===== config.mk =====
export PLATFORM = sky130hd
export DESIGN_NAME = sertx_core
export DESIGN_NICKNAME = d
export VERILOG_FILES = /design/src/rtl/sertx_pkg.sv /design/src/rtl/sertx_ctrl.sv /design/src/rtl/sertx_hold.sv /design/src/rtl/sertx_shift.sv /design/src/rtl/sertx_core.sv
export SDC_FILE = /design/constraint.sdc
export NUM_CORES = 1
export LEC_CHECK = 0
export CAP_MARGIN = 20
export CORE_ASPECT_RATIO = 1.5
export CORE_MARGIN = 3
export CORE_UTILIZATION = 55
export CTS_CLUSTER_DIAMETER = 60
export CTS_CLUSTER_SIZE = 16
export DETAILED_ROUTE_END_ITERATION = 16
export DONT_BUFFER_PORTS = 1
export GPL_TIMING_DRIVEN = 0
export PLACE_DENSITY = 0.72
export SYNTH_ARGS = -nofsm -noshare
export SYNTH_HDL_FRONTEND = slang
export SYNTH_SLANG_ARGS = --single-unit
export TNS_END_PERCENT = 5

===== constraint.sdc =====
create_clock -name clk -period 4.3 [get_ports clk]
set_input_delay 0.645 -clock clk [delete_from_list [all_inputs] [get_ports clk]]
set_output_delay 0.645 -clock clk [all_outputs]
set_load 0.005 [all_outputs]

===== src/rtl/sertx_pkg.sv =====
package sertx_pkg;

   // Frame sequencer phases
   typedef enum logic [2:0] {
      PH_IDLE,
      PH_START,
      PH_DATA,
      PH_PAR,
      PH_STOP
   } sertx_phase_e;

   // Decoded control byte; bit positions follow the control register layout
   typedef struct packed {
      logic       brk;        // bit 6
      logic       stick;      // bit 5
      logic       even;       // bit 4
      logic       par_en;     // bit 3
      logic       stop_long;  // bit 2
      logic [1:0] wsel;       // bits 1:0
   } sertx_cfg_t;

   function automatic sertx_cfg_t sertx_decode(input logic [6:0] raw);
      sertx_cfg_t c;
      c.brk       = raw[6];
      c.stick     = raw[5];
      c.even      = raw[4];
      c.par_en    = raw[3];
      c.stop_long = raw[2];
      c.wsel      = raw[1:0];
      return c;
   endfunction

endpackage


===== src/rtl/sertx_ctrl.sv =====
module sertx_ctrl
   import sertx_pkg::*;
#(
   parameter int CTRL_W = 8
) (
   input  logic              clk,
   input  logic              rst_n,
   input  logic              we,
   input  logic [CTRL_W-1:0] wdata,
   output sertx_cfg_t        cfg
);
   localparam int USED_W = $bits(sertx_cfg_t);

   logic [USED_W-1:0] ctrl_q;
   logic              ctrl_unused_hi;

   initial begin
      assert (CTRL_W >= USED_W) else $error("sertx_ctrl: CTRL_W too small");
   end

   // reserved upper bits are accepted and dropped
   assign ctrl_unused_hi = ^wdata;

   always_ff @(posedge clk or negedge rst_n) begin
      if (!rst_n)
         ctrl_q <= '0;
      else if (we)
         ctrl_q <= wdata[USED_W-1:0];
   end

   assign cfg = sertx_decode(ctrl_q);

endmodule


===== src/rtl/sertx_hold.sv =====
module sertx_hold #(
   parameter int DATA_W = 8
) (
   input  logic              clk,
   input  logic              rst_n,
   input  logic              we,
   input  logic [DATA_W-1:0] wdata,
   input  logic              pop,
   output logic              full,
   output logic [DATA_W-1:0] data
);
   always_ff @(posedge clk or negedge rst_n) begin
      if (!rst_n) begin
         full <= 1'b0;
         data <= '0;
      end else if (pop) begin
         full <= 1'b0;
      end else if (we && !full) begin
         full <= 1'b1;
         data <= wdata;
      end
   end

   // a write while full leaves the stored character alone
   a_r10_keep_when_full: assert property (@(posedge clk) disable iff (!rst_n)
      (full && we && !pop) |=> (full && data == $past(data)));

   // a write into an empty register always lands
   a_r9_write_lands: assert property (@(posedge clk) disable iff (!rst_n)
      (!full && we) |=> (full && data == $past(wdata)));

endmodule


===== src/rtl/sertx_shift.sv =====
module sertx_shift
   import sertx_pkg::*;
#(
   parameter int DATA_W     = 8,
   parameter int OVERSAMPLE = 16
) (
   input  logic              clk,
   input  logic              rst_n,
   input  logic              tick,
   input  logic [1:0]        wsel,
   input  logic              stop_long,
   input  logic              par_en,
   input  logic              even,
   input  logic              stick,
   input  logic              hold_full,
   input  logic [DATA_W-1:0] hold_data,
   output logic              pop,
   output logic              line,
   output logic              idle
);
   localparam int MIN_W  = DATA_W - 3;
   localparam int CNT_W  = $clog2(2 * OVERSAMPLE);
   localparam int BIT_W  = $clog2(DATA_W);
   localparam logic [CNT_W-1:0] BIT_LAST  = CNT_W'(OVERSAMPLE - 1);
   localparam logic [CNT_W-1:0] HALF_LAST = CNT_W'(OVERSAMPLE * 3 / 2 - 1);
   localparam logic [CNT_W-1:0] TWO_LAST  = CNT_W'(2 * OVERSAMPLE - 1);

   initial begin
      assert (MIN_W >= 1) else $error("sertx_shift: DATA_W must be at least 4");
      assert (OVERSAMPLE >= 2 && (OVERSAMPLE % 2) == 0)
         else $error("sertx_shift: OVERSAMPLE must be even and at least 2");
   end

   sertx_phase_e      ph;
   logic [DATA_W-1:0] sh;
   logic [CNT_W-1:0]  cnt;
   logic [BIT_W-1:0]  left;
   logic              par_q;
   logic              par_en_q;
   logic [CNT_W-1:0]  stop_last_q;

   // live frame set-up, sampled only when a character is loaded
   logic [BIT_W:0]    nbits_live;
   logic [DATA_W-1:0] keep;
   logic              par_live;
   logic [CNT_W-1:0]  stop_last_live;

   assign nbits_live = (BIT_W+1)'(MIN_W) + (BIT_W+1)'(wsel);

   for (genvar g = 0; g < DATA_W; g++) begin : g_keep
      assign keep[g] = hold_data[g] & (nbits_live > (BIT_W+1)'(g));
   end

   always_comb begin
      if (stick)
         par_live = ~even;
      else if (even)
         par_live = ^keep;
      else
         par_live = ~(^keep);
   end

   always_comb begin
      if (!stop_long)
         stop_last_live = BIT_LAST;
      else if (wsel == 2'b00)
         stop_last_live = HALF_LAST;
      else
         stop_last_live = TWO_LAST;
   end

   logic bit_done;
   logic load;

   assign bit_done = tick && (cnt == ((ph == PH_STOP) ? stop_last_q : BIT_LAST));
   assign load     = hold_full && ((ph == PH_IDLE) || (ph == PH_STOP && bit_done));

   always_ff @(posedge clk or negedge rst_n) begin
      if (!rst_n) begin
         ph          <= PH_IDLE;
         sh          <= '0;
         cnt         <= '0;
         left        <= '0;
         par_q       <= 1'b0;
         par_en_q    <= 1'b0;
         stop_last_q <= '0;
      end else if (load) begin
         ph          <= PH_START;
         sh          <= keep;
         cnt         <= '0;
         left        <= BIT_W'(nbits_live - 1'b1);
         par_q       <= par_live;
         par_en_q    <= par_en;
         stop_last_q <= stop_last_live;
      end else if (ph != PH_IDLE && tick) begin
         if (bit_done) begin
            cnt <= '0;
            case (ph)
               PH_START: ph <= PH_DATA;
               PH_DATA: begin
                  if (left == '0) begin
                     ph <= par_en_q ? PH_PAR : PH_STOP;
                  end else begin
                     sh   <= sh >> 1;
                     left <= left - 1'b1;
                  end
               end
               PH_PAR:  ph <= PH_STOP;
               default: ph <= PH_IDLE;
            endcase
         end else begin
            cnt <= cnt + 1'b1;
         end
      end
   end

   always_comb begin
      case (ph)
         PH_START: line = 1'b0;
         PH_DATA:  line = sh[0];
         PH_PAR:   line = par_q;
         default:  line = 1'b1;
      endcase
   end

   assign pop  = load;
   assign idle = (ph == PH_IDLE);

   // a loaded character starts with a low start bit in the next cycle
   a_r2_start_low: assert property (@(posedge clk) disable iff (!rst_n)
      load |=> (ph == PH_START && line == 1'b0));

   // outside the stop period the sub-bit counter never passes one bit time
   a_r2_bit_bound: assert property (@(posedge clk) disable iff (!rst_n)
      (ph != PH_STOP) |-> (cnt <= BIT_LAST));

   // the parity phase is only reached for frames loaded with parity on
   a_r3_par_gate: assert property (@(posedge clk) disable iff (!rst_n)
      (ph == PH_PAR) |-> par_en_q);

   // the stop limit is one of the three legal lengths
   a_r6_stop_legal: assert property (@(posedge clk) disable iff (!rst_n)
      (ph == PH_STOP) |-> (stop_last_q == BIT_LAST || stop_last_q == HALF_LAST ||
                           stop_last_q == TWO_LAST));

   // frame settings stay frozen until the next load
   a_r11_frozen: assert property (@(posedge clk) disable iff (!rst_n)
      (ph != PH_IDLE && !load) |=> ($stable(par_en_q) && $stable(stop_last_q) &&
                                    $stable(par_q)));

endmodule


===== src/rtl/sertx_core.sv =====
module sertx_core
   import sertx_pkg::*;
#(
   parameter int DATA_W     = 8,
   parameter int CTRL_W     = 8,
   parameter int OVERSAMPLE = 16
) (
   input  logic              clk,
   input  logic              rst_n,
   input  logic              baud_tick,
   input  logic              ctrl_we,
   input  logic [CTRL_W-1:0] ctrl_wdata,
   input  logic              hold_we,
   input  logic [DATA_W-1:0] hold_wdata,
   output logic              ser_out,
   output logic              rdy_n,
   output logic              tx_empty
);
   sertx_cfg_t        cfg;
   logic              hold_full;
   logic [DATA_W-1:0] hold_data;
   logic              pop;
   logic              line;
   logic              idle;

   sertx_ctrl #(.CTRL_W(CTRL_W)) u_ctrl (
      .clk   (clk),
      .rst_n (rst_n),
      .we    (ctrl_we),
      .wdata (ctrl_wdata),
      .cfg   (cfg)
   );

   sertx_hold #(.DATA_W(DATA_W)) u_hold (
      .clk   (clk),
      .rst_n (rst_n),
      .we    (hold_we),
      .wdata (hold_wdata),
      .pop   (pop),
      .full  (hold_full),
      .data  (hold_data)
   );

   sertx_shift #(.DATA_W(DATA_W), .OVERSAMPLE(OVERSAMPLE)) u_shift (
      .clk       (clk),
      .rst_n     (rst_n),
      .tick      (baud_tick),
      .wsel      (cfg.wsel),
      .stop_long (cfg.stop_long),
      .par_en    (cfg.par_en),
      .even      (cfg.even),
      .stick     (cfg.stick),
      .hold_full (hold_full),
      .hold_data (hold_data),
      .pop       (pop),
      .line      (line),
      .idle      (idle)
   );

   // break overrides the line immediately, independent of frame boundaries
   assign ser_out  = cfg.brk ? 1'b0 : line;
   assign rdy_n    = hold_full;
   assign tx_empty = idle && !hold_full;

   // break holds the line low
   a_r7_break_low: assert property (@(posedge clk) disable iff (!rst_n)
      cfg.brk |-> !ser_out);

   // an empty transmitter leaves the line high unless a break is forced
   a_r8_quiet_line: assert property (@(posedge clk) disable iff (!rst_n)
      (tx_empty && !cfg.brk) |-> ser_out);

   // a write into a ready holding register makes it busy next cycle
   a_r9_busy_after_write: assert property (@(posedge clk) disable iff (!rst_n)
      (hold_we && !rdy_n) |=> rdy_n);

   // the transmitter cannot be empty while a character waits
   a_r8_empty_vs_ready: assert property (@(posedge clk) disable iff (!rst_n)
      tx_empty |-> !rdy_n);

endmodule


Word-level counts from Yosys, hierarchy flattened:

Cells that the tools add are included.

* register bits after elaboration: 42
* output and inout port bits: 3
* input port bits: 21

* bitwise logic cells: 11
* muxes and demuxes: 28
* $add $sub $neg: 4
* magnitude comparators: 8
* reduce and logical (&&, ||, !) cells: 20
* equality and inequality tests: 7

Operators with widths (count)
* $mux W8: 5
* $mux W3: 10
* $mux W5: 5
* $gt A4 B3 Y1 const B: 4
* $pmux W3 S3: 1
* $and A1 B1 Y1: 8
* $gt A4 B1 Y1 const B: 2
* $gt A4 B2 Y1 const B: 2
* $reduce_bool A2 Y1: 4
* $reduce_xor A8 Y1: 1
* $eq A3 B2 Y1 const B: 2
* $logic_and A1 B1 Y1: 6
* $logic_not A3 Y1: 2
* $sub A3 B1 Y3 const B: 2
* $add A5 B1 Y5 const B: 1
* $eq A5 B5 Y1: 1
* $mux W1: 5
* $add A3 B2 Y4 const A: 1
* $mux W4: 1
* $reduce_and A4 Y1: 1
* $eq A3 B1 Y1 const B: 1
* $eq A3 B3 Y1 const B: 1
* $ne A3 B2 Y1 const B: 1
* $not A1 Y1: 3
* 8 further kinds: 8

Depth between registers and ports, before layout:

* depth in word-level cells: 9
* depth in mapped cells: 13

By module:

A second synthesis with hierarchy kept.

* cell total of the unflattened synthesis: 200
* area, all modules: 2277.2 sq um

By module, submodules not included
* sertx_shift: cells each 163, times used 1, sequential area each 600.6 sq um, area an instance 1616.6 sq um
* sertx_hold: cells each 20, times used 1, sequential area each 225.2 sq um, area an instance 341.6 sq um
* sertx_ctrl: cells each 15, times used 1, sequential area each 175.2 sq um, area an instance 291.5 sq um
* sertx_core: cells each 2, times used 1, sequential area each 0.0 sq um, area an instance 27.5 sq um

Least setup slack after synthesis:

Ideal clock, no wire load.

* path kind: register to register
* start point: register u_shift.ph[1]
* end point: register u_shift.left[2]
* cell stages (with the launch flop): 13
* required time: 4.174 ns
* arrival: 2.698 ns
* path slack: 1.476 ns
* path buffers: 3
* cells stage by stage: dfrtp_1 > buf_4 > nor4bb_1 > xor2_1 > or4b_1 > buf_2 > a21oi_4 > buf_6 > mux2i_1 > ha_1 > and3_1 > xnor2_1 > o21ai_0

* cells in the longest elaborated chain, start to end: 9

RTL lines
* from (decl): RTL line sertx_shift.sv:34 `sertx_phase_e ph;`
* from (signal assigned): RTL line sertx_shift.sv:102 `ph <= par_en_q ? PH_PAR : PH_STOP;`
* $eq A3 B3 Y1: RTL line sertx_shift.sv:75, sertx_shift.sv:76
* $mux W5: RTL line sertx_shift.sv:75 `assign bit_done = tick && (cnt == ((ph == PH_STOP) ? stop_last_q : BIT_LAST));`
* $eq A5 B5 Y1: RTL line sertx_shift.sv:75
* $logic_and A1 B1 Y1: RTL line sertx_shift.sv:75
* $logic_and A1 B1 Y1: RTL line sertx_shift.sv:76 `assign load = hold_full && ((ph == PH_IDLE) || (ph == PH_STOP && bit_done));`
* $logic_or A1 B1 Y1: RTL line sertx_shift.sv:76
* $logic_and A1 B1 Y1: RTL line sertx_shift.sv:76
* $ne A2 B2 Y1 (no source line) / $reduce_bool A2 Y1 (equally long branches)
* $reduce_and A4 Y1 (no source line)
* to (signal assigned): RTL line sertx_shift.sv:91 `left <= BIT_W'(nbits_live - 1'b1);`
* to (signal assigned): RTL line sertx_shift.sv:105 `left <= left - 1'b1;`
* to (decl): RTL line sertx_shift.sv:37 `logic [BIT_W-1:0] left;`

Several ways; a longest one is shown, not always the timed one.
A chain may end at the register's enable or synchronous reset.

Worst setup path after layout:

Ends and elaborated chain as after synthesis.

==> impl_metrics.tcl <==
set metrics [dict create \
    status "complete, no violations" \
    hpwlAfterDp_um 2960 \
    crit_type "flip-flop to flip-flop" \
    max_freq_mhz 313 \
    finalNonFillerCells 242 \
    syn_avg_cell_area_um2 11.0 \
    core.rowCount 26 \
    io_pins 24 \
    synth_compound_area_share_pct 11.9 \
    dpl.cell_count 234 \
    fin_util_pct 63.4 \
    die_height_um 81.8 \
    path_max_fanout 10 \
    syn-cell-area_um2 2100 \
    grt_overflow_total 0 \
    die-area_um2 4620 \
    cts_buffers 5 \
    syn-num-nets 219 \
    layout_commonest_cell "dfrtp_1" \
    skew_ns 0.00406 \
    layout_min_cycle_time_ns 3.19 \
    max_cap_violations 0 \
    cts_setup_buffers 0 \
    drt-initial-drc-count 55 \
    num_vias 1420 \
    startpoint_type "flip-flop" \
    reg2reg_from "u_shift.ph[1]" \
    r2r-end "u_shift.left[2]" \
    setup_tns_ns 0 \
    yosysUniqueCellTypes 47 \
    p_per_area_nw_per_um2 472 \
    cts.repair.resized 0 \
    wl_per_cell_um 16.2 \
    peakVddDrop_mv 0.265 \
    die_w_um 56.5 \
    synth_top_family_by_area "simple AND/OR/NAND/NOR gates" \
    path_clk_slew_ns 0.07 \
    fin_crit_sh_pct 74.2 \
    start_util_pct 59.4 \
    endpoint_kind "flip-flop" \
    critPathSlowestCell "or4b_1" \
    numPortBuffers 0 \
    cts_root_buf "clkbuf_8" \
    syn_inst 192 \
    final_nets 226 \
    gp_congestion 0.808 \
    slowest_delay_ns 0.51 \
    synth-simple-area-share_pct 14.3 \
    synth_mux_area_share_pct 13.7 \
    grt_pass1_wl_um 6820 \
    leakagePower_nw 1.00 \
    synth_edf_count 0 \
    grt.total_usage_pct 19.2 \
    cts_tree "done" \
    core-area_um2 3550 \
    crit_chain "buf_4 -> nor4bb_1 -> xor2_1 -> or4b_1 -> buf_2 -> a21oi_4 -> buf_6 -> mux2i_1 -> ha_1 -> and3_1 -> xnor2_1 -> o21ai_0" \
    antenna_found_initial 0 \
    worstSkewPairLatency_ns 0.28 \
    async_flop_share_pct 100 \
    diodes 0 \
    r2r_slack_ns 1.11 \
    firstDrtPassIters 6 \
    crit_arrival_ns 3.36 \
    pre_cts_slack_ns 1.11 \
    drive_above_1_share_pct 16.0 \
    finalSetupViolCount 0 \
    htree_levels 2 \
    fin_ws_ns 1.11 \
    rsz0062_at_grt "false" \
    worstPathRequired_ns 4.47 \
    via_per_inst 5.87 \
    cts_hold_buffers 0 \
    hold_path.class "input port to asynchronous set/reset pin" \
    yosys_warnings 0 \
    grt_pass1_vias 1522 \
    worst_pin_slew_ns 0.550 \
    synth-xor-area-share_pct 4.99 \
    mostFrequentLayoutCells "dfrtp_1, o21ai_0, nand2_1" \
    clock-sinks 40 \
    final_hold_viol_count 0 \
    synthAdderAreaFrac_pct 3.57 \
    slew_violations 0 \
    ctsLongestPathBuffers 2 \
    drc 0 \
    drtAntennaViolNets 0 \
    grt_max_degree 41 \
    max_slew_margin_pct 63.0 \
    area_delta_synth_final_pct 6.78 \
    reg2reg_depth 12 \
    ys_ff_latch 40 \
    synth-main-ff-cell "dfrtp_1" \
    synth_seq_area_share_pct 47.6 \
    wl_um 3930 \
]
final cells by class:
type / instances / area (um^2)
Multi-Input combinational cell: 137 / 1020
Clock buffer: 8 / 90.1
Inverter: 7 / 26.3
Fill cell: 290 / 1300
Tap cell: 42 / 52.6
Sequential cell: 40 / 1000
Buffer: 8 / 57.6
power breakdown:
| part | switching, mW | internal [mW] |
|---|---|---|
| sequential | 0.0691 | 0.455 |
| clock | 0.116 | 0.131 |
| combinational | 0.145 | 0.145 |
| total | 0.330 | 0.731 |
flip-flops by register name, summed over array words and instances (netlist names):
signal	flops
u_hold.data	8
u_shift.sh	8
u_ctrl.cfg	7
u_shift.cnt	5
u_shift.left	3
u_shift.ph	3
u_shift.stop_last_q	3
u_hold.full	1
u_shift.par_en_q	1
u_shift.par_q	1
logic make-up (layout without fill, tap and decap cells):
family	after synthesis	after routing
DFF	40	40
adders and majority gates	6	6
and+or+nand+nor	54	54
muxes	27	27
xor gates and xnor gates	12	12
AOI/OAI and AO/OA	38	38
buffers and inverters	15	23
synth_stat cells (all sizes together), types with 2 or more instances:
cell / n / area share, %
a21oi: 5 / 1.7
and3: 2 / 0.59
buf: 6 / 2.4
clkbuf: 2 / 0.36
dfrtp: 40 / 48
ha: 6 / 3.6
inv: 7 / 1.2
mux2: 14 / 7.5
mux2i: 13 / 6.2
nand2: 17 / 3.0
nand3: 6 / 1.4
nor2: 10 / 1.8
nor2b: 4 / 1.2
nor3: 2 / 0.48
nor4b: 3 / 2.3
o21ai: 19 / 4.5
o22ai: 2 / 0.59
xnor2: 10 / 4.2
xor2: 2 / 0.83
layer usage:
| layer | vias up | routed length (um) | GRT usage, % |
|---|---|---|---|
| li1 | 695 | - | - |
| met1 | 680 | 1580 | 21.6 |
| met2 | 39 | 2140 | 34.5 |
| met3 | 6 | 156 | 4.72 |
| met4 | 0 | 60 | 7.84 |
| met5 | - | 0 | 0 |
worst max-delay path by stage:
stage               cells after the start     startpoint  slack (ns)              end
floorplan                              12  u_shift.ph[1]        1.48  u_shift.left[2]
global placement                       12  u_shift.ph[1]        1.12  u_shift.left[2]
detailed placement                     12  u_shift.ph[1]        1.11  u_shift.left[2]
CTS                                    12  u_shift.ph[1]        1.09  u_shift.left[2]
global route                           12  u_shift.ph[1]        0.85  u_shift.left[2]
finish                                 12  u_shift.ph[1]        1.11  u_shift.left[2]
metrics by stage:
step	power (mW)	cell area (um^2)	hold slack, ns
2_1_floorplan	0.753	2100	0.349
3_3_place_gp	0.801	2160	0.350
3_5_place_dp	0.820	2160	0.350
4_1_cts	1.07	2250	0.0411
5_1_grt	1.13	2250	0.0314
6_report	1.06	2250	0.0523
worst max-delay path: cells and delay by family (launching register included):
| family | cells | cell delay (ns) |
|---|---|---|
| mux | 1 | 0.19 |
| flops | 1 | 0.37 |
| xor+xnor | 2 | 0.25 |
| simple gates | 3 | 1.08 |
| compound gates | 2 | 0.43 |
| fa+ha+maj | 1 | 0.20 |
| buf+inv | 3 | 0.56 |
Power figures use the tool's default switching activity.
